`config.mk`:
```
export PLATFORM = sky130hd
export DESIGN_NAME = bus_cmd_gen
export DESIGN_NICKNAME = d
export VERILOG_FILES = /design/src/rtl/bcg_pkg.sv /design/src/rtl/bcg_status_decode.sv /design/src/rtl/bcg_sequencer.sv /design/src/rtl/bcg_strobe_out.sv /design/src/rtl/bus_cmd_gen.sv
export SDC_FILE = /design/constraint.sdc
export NUM_CORES = 1
export LEC_CHECK = 0
export CORE_UTILIZATION = 29
export DETAILED_ROUTE_END_ITERATION = 10
export DONT_BUFFER_PORTS = 1
export PLACE_DENSITY_LB_ADDON = 0.15
export SYNTH_ARGS = -nofsm -noshare
export SYNTH_HDL_FRONTEND = slang
export SYNTH_SLANG_ARGS = --single-unit
```
`constraint.sdc`:
```
create_clock -name clk -period 1.9 [get_ports clk]
set_input_delay 0 -clock clk [delete_from_list [all_inputs] [get_ports clk]]
set_output_delay 0 -clock clk [all_outputs]
set_load 0.02 [all_outputs]
```
`src/rtl/bcg_pkg.sv`:
```
package bcg_pkg;

   localparam int CMD_N    = 5;
   localparam int CMD_MRD  = 0;
   localparam int CMD_MWR  = 1;
   localparam int CMD_IORD = 2;
   localparam int CMD_IOWR = 3;
   localparam int CMD_INTA = 4;

   typedef enum logic [1:0] {
      PH_IDLE  = 2'd0,
      PH_LATCH = 2'd1,
      PH_CMD   = 2'd2
   } phase_e;

   typedef struct packed {
      logic [CMD_N-1:0] cmd;
      logic             halt;
      logic             write;
      logic             has_cmd;
   } decode_t;

endpackage

```
`src/rtl/bcg_status_decode.sv`:
```
module bcg_status_decode
   import bcg_pkg::*;
#(
   parameter int              CODE_W        = 3,
   parameter logic [CODE_W-1:0] CODE_INTA   = CODE_W'(0),
   parameter logic [CODE_W-1:0] CODE_IORD   = CODE_W'(1),
   parameter logic [CODE_W-1:0] CODE_IOWR   = CODE_W'(2),
   parameter logic [CODE_W-1:0] CODE_HALT   = CODE_W'(3),
   parameter logic [CODE_W-1:0] CODE_FETCH  = CODE_W'(4),
   parameter logic [CODE_W-1:0] CODE_MRD    = CODE_W'(5),
   parameter logic [CODE_W-1:0] CODE_MWR    = CODE_W'(6),
   parameter logic [CODE_W-1:0] CODE_IDLE   = CODE_W'(7),
   parameter bit                FETCH_AS_READ = 1'b1
) (
   input  logic [CODE_W-1:0] code_i,
   output decode_t           dec_o,
   output logic              idle_o
);

   logic fetch_rd;

   if (FETCH_AS_READ) begin : g_fetch_read
      assign fetch_rd = (code_i == CODE_FETCH);
   end else begin : g_fetch_silent
      assign fetch_rd = 1'b0;
   end

   always_comb begin
      dec_o                = '0;
      dec_o.cmd[CMD_INTA]  = (code_i == CODE_INTA);
      dec_o.cmd[CMD_IORD]  = (code_i == CODE_IORD);
      dec_o.cmd[CMD_IOWR]  = (code_i == CODE_IOWR);
      dec_o.cmd[CMD_MRD]   = (code_i == CODE_MRD) | fetch_rd;
      dec_o.cmd[CMD_MWR]   = (code_i == CODE_MWR);
      dec_o.halt           = (code_i == CODE_HALT);
      dec_o.write          = (code_i == CODE_IOWR) | (code_i == CODE_MWR);
      dec_o.has_cmd        = |dec_o.cmd;
   end

   assign idle_o = (code_i == CODE_IDLE);

endmodule

```
`src/rtl/bcg_sequencer.sv`:
```
module bcg_sequencer
   import bcg_pkg::*;
(
   input  logic    clk,
   input  logic    rst_n,
   input  logic    idle_i,
   input  decode_t live_i,
   output phase_e  phase_o,
   output decode_t lat_o,
   output logic    halted_o
);

   phase_e  phase_q;
   decode_t lat_q;
   logic    prev_idle_q;
   logic    halted_q;
   logic    open_cycle;

   assign open_cycle = prev_idle_q & ~idle_i & ~(halted_q & live_i.halt);

   always_ff @(posedge clk or negedge rst_n) begin
      if (!rst_n) begin
         phase_q     <= PH_IDLE;
         lat_q       <= '0;
         prev_idle_q <= 1'b1;
         halted_q    <= 1'b0;
      end else begin
         prev_idle_q <= idle_i;
         unique case (phase_q)
            PH_IDLE: begin
               if (open_cycle) begin
                  phase_q  <= PH_LATCH;
                  lat_q    <= live_i;
                  halted_q <= live_i.halt;
               end
            end
            PH_LATCH: phase_q <= idle_i ? PH_IDLE : PH_CMD;
            PH_CMD: begin
               if (idle_i) phase_q <= PH_IDLE;
            end
            default: phase_q <= PH_IDLE;
         endcase
      end
   end

   assign phase_o  = phase_q;
   assign lat_o    = lat_q;
   assign halted_o = halted_q;

endmodule

```
`src/rtl/bcg_strobe_out.sv`:
```
module bcg_strobe_out
   import bcg_pkg::*;
(
   input  phase_e           phase_i,
   input  decode_t          lat_i,
   output logic             ale_o,
   output logic [CMD_N-1:0] cmd_o,
   output logic             den_o,
   output logic             dir_o
);

   logic in_cmd;

   assign in_cmd = (phase_i == PH_CMD);

   for (genvar i = 0; i < CMD_N; i++) begin : g_cmd
      assign cmd_o[i] = in_cmd & lat_i.cmd[i];
   end

   assign ale_o = (phase_i == PH_LATCH);
   assign den_o = in_cmd & lat_i.has_cmd & ~lat_i.halt;
   assign dir_o = (phase_i != PH_IDLE) & lat_i.write;

endmodule

```
`src/rtl/bus_cmd_gen.sv`:
```
module bus_cmd_gen
   import bcg_pkg::*;
#(
   parameter int CODE_W        = 3,
   parameter bit FETCH_AS_READ = 1'b1
) (
   input  logic              clk,
   input  logic              rst_n,
   input  logic [CODE_W-1:0] bus_status,
   output logic              ale,
   output logic              mem_rd,
   output logic              mem_wr,
   output logic              io_rd,
   output logic              io_wr,
   output logic              int_ack,
   output logic              den,
   output logic              dir_tx,
   output logic              halted
);

   localparam logic [CODE_W-1:0] IDLE_CODE = '1;

   if (CODE_W < 3) begin : g_bad_width
      $error("bus_cmd_gen: CODE_W must be at least 3");
   end

   decode_t          live_dec;
   decode_t          lat_dec;
   logic             live_idle;
   phase_e           phase;
   logic [CMD_N-1:0] cmd;

   bcg_status_decode #(
      .CODE_W        (CODE_W),
      .CODE_IDLE     (IDLE_CODE),
      .FETCH_AS_READ (FETCH_AS_READ)
   ) u_decode (
      .code_i (bus_status),
      .dec_o  (live_dec),
      .idle_o (live_idle)
   );

   bcg_sequencer u_seq (
      .clk      (clk),
      .rst_n    (rst_n),
      .idle_i   (live_idle),
      .live_i   (live_dec),
      .phase_o  (phase),
      .lat_o    (lat_dec),
      .halted_o (halted)
   );

   bcg_strobe_out u_out (
      .phase_i (phase),
      .lat_i   (lat_dec),
      .ale_o   (ale),
      .cmd_o   (cmd),
      .den_o   (den),
      .dir_o   (dir_tx)
   );

   assign mem_rd  = cmd[CMD_MRD];
   assign mem_wr  = cmd[CMD_MWR];
   assign io_rd   = cmd[CMD_IORD];
   assign io_wr   = cmd[CMD_IOWR];
   assign int_ack = cmd[CMD_INTA];

endmodule

```
==> impl_metrics.yaml <==
synth:
  yosysWarnings: 0
  async_flop_share_pct: 100
  synth_area_leaders: "dfrtp_1 (44%), and2_1 (6.6%), dfstp_2 (4.6%), nand2_1 (4.6%), o21ai_0 (3.5%)"
  synth_cell_types: 27
  synth_largest_area_cell: "dfrtp_1"
  synth-edff-count: 0
  netlist_instances: 56
  synth_nets: 61
  synthFlopType: "dfrtp_1"
  synth-seq-cells: 11
  synth_area_um2: 569
  synth.avg_cell_area_um2: 10.2
  synthTopCellsByCount: "dfrtp_1 (10), nand2_1 (7), and2_1 (6), o21ai_0 (4), clkbuf_1 (3)"
  yosysMostFrequentCell: "dfrtp_1"
  synth_top_area_share_pct: 44.0
  yosysSeqAreaShare_pct: 48.6
grt:
  overflow: 0
  grt_max_degree: 14
  antenna_found_initial: 0
  grt_pass1_wl_um: 2080
  grt_usage_pct: 14.2
  grt_pass1_vias: 416
sta:
  tightestPinTransition_ps: 596
  rsz0062_at_grt: "false"
  hold_violations: 0
  max_slew_margin_pct: 59.7
  min_period_ps: 1400
  drv_slew: 0
  clock_skew_ps: 0.796
  period_share_pct: 73.8
  final-setup-viol-count: 0
  whs_ps: 9.73
  max_freq_mhz: 713
  fin_setup_tns_ps: 0
floorplanning:
  rows: 15
  die_area_mm2: 0.00214
  core_mm2: 0.00178
  die_h_um: 46.3
  die_x_um: 46.3
  initial_utilization_pct: 31.9
  io_pins: 14
clocking:
  cts.path.max_buffers: 2
  post_cts_buffers: 0
  ctsResizeCount: 0
  cts_max_level: 1
  tritoncts: "built"
  ctsHoldBuffers: 4
  clk_pin_slew_ps: 70
  clkSinkCount: 11
  worstSkewPairLatency_ps: 260
  root_buffer: "clkbuf_4"
  numCtsBuffers: 3
critical_path:
  crit_buf_inv: 0
  worstPathRequired_ps: 2050
  setup.worst_path.start_class: "flip-flop"
  cp.depth: 2
  crit_chain: "or3b_4 > a211o_1"
  max_stage_delay_ps: 520
  crit_slowest_cell: "dfstp_2"
  critPathTopFamily: "flip-flops"
  crit_fanout: 13
  arrival_ps: 1550
  path_class: "reg2reg"
  end_kind: "flip-flop"
  rr_worst_depth: 2
power_and_ir_drop:
  ir_drop_mv: 0.511
  p_leak_nw: 0.287
  p_per_area_mw_per_mm2: 1060
  total_power_uw: 684
final_layout:
  antenna_cells: 0
  fin_util_pct: 36.1
  multi_input_area_um2: 270
  syn2layout_area_growth_pct: 13.2
  nets: 66
  fillers: 192
  finalInstanceArea_um2: 644
  seq_area_um2: 277
  drive_gt1_share_pct: 11.7
drt:
  via_per_inst: 5.00
  drc_errors: 0
  wirelength_um: 1320
  drtAntennaViolNets: 0
  routedWlPerCell_um: 15.5
  route.vias.total: 425
  firstDrtPassIters: 4
  drt_iter0_markers: 11
placed_design:
  portBuffers: 0
  place_area_um2: 578
  detailed_place_hpwl_um: 818
  gp_congestion: 0.658
job:
  cap_violations: 0
hold_path:
  whs_path_depth: 3
  min-delay-path-class: "in2reg"
run_status:
  run_status: "completed"
-- cells in the final DEF (no fill, tap or decap), types with 2 or more instances in the layout --
master,count
o21a_1,2
o21ai_0,4
nor2_1,2
nor2b_1,2
dfrtp_1,10
nand2_1,7
dlygate4sd3_1,4
o211ai_1,2
clkbuf_4,3
and2_1,6
-- sequential cells by signal, indices dropped and copies added (netlist names) --
register	flops
u_seq.prev_idle_q	1
u_seq.lat_o	8
u_seq.phase_o	2
-- per-layer routing --
metal | part of all wire (%) | wire length (um) | track usage [%] | vias to the layer above
li1 | - | - | - | 210
met1 | 48 | 638 | 19.2 | 204
met2 | 45 | 590 | 20.0 | 9
met3 | 5.8 | 77 | 5.49 | 2
met4 | 0.99 | 13 | 5.29 | 0
met5 | 0 | 0 | 0 | -
-- worst paths after layout --
path                                        start                 to  slack, ps
worst max-delay path            u_seq.prev_idle_q     u_seq.lat_o[3]        500
worst min-delay path                bus_status[1]     u_seq.lat_o[6]         10
worst max register to register  u_seq.prev_idle_q     u_seq.lat_o[3]        500
worst min register to register     u_seq.lat_o[7]     u_seq.lat_o[7]        490
max in group asynchronous                   rst_n  u_seq.prev_idle_q       1390
min in group asynchronous                   rst_n     u_seq.lat_o[4]        150
-- report_power, final --
part           internal [mW]  switching, mW  total (mW)
clock                 0.0811         0.0755       0.157
sequential             0.288         0.0572       0.345
combinational         0.0747          0.107       0.182
total                  0.444          0.240       0.684
-- through the flow --
stage / std cells / setup WS, ps
after floorplan: 56 / 484
after global placement: 77 / 523
after detailed placement: 77 / 506
after CTS: 85 / 498
after global routing: 85 / 422
final: 85 / 497
-- kinds of logic after synthesis --
logic type,Yosys count,share of synthesized area [%]
flops,11,48.6
simple gates,24,24.8
compound gates,17,22.6
buf+inv,4,3.96
-- worst register-to-register path: stages (launching register included) --
cell and delay [ps]:
dfstp_2 520, or3b_4 450, a211o_1 320
-- cell type report --
cell class                      instances  share of cell area, %
Clock buffer                            4                   4.08
Multi-Input combinational cell         41                   41.9
Tap cell                               25                   4.85
Sequential cell                        11                   42.9
Timing Repair Buffer                    4                   6.21
Note: power is estimated with default switching activity, not from simulation.
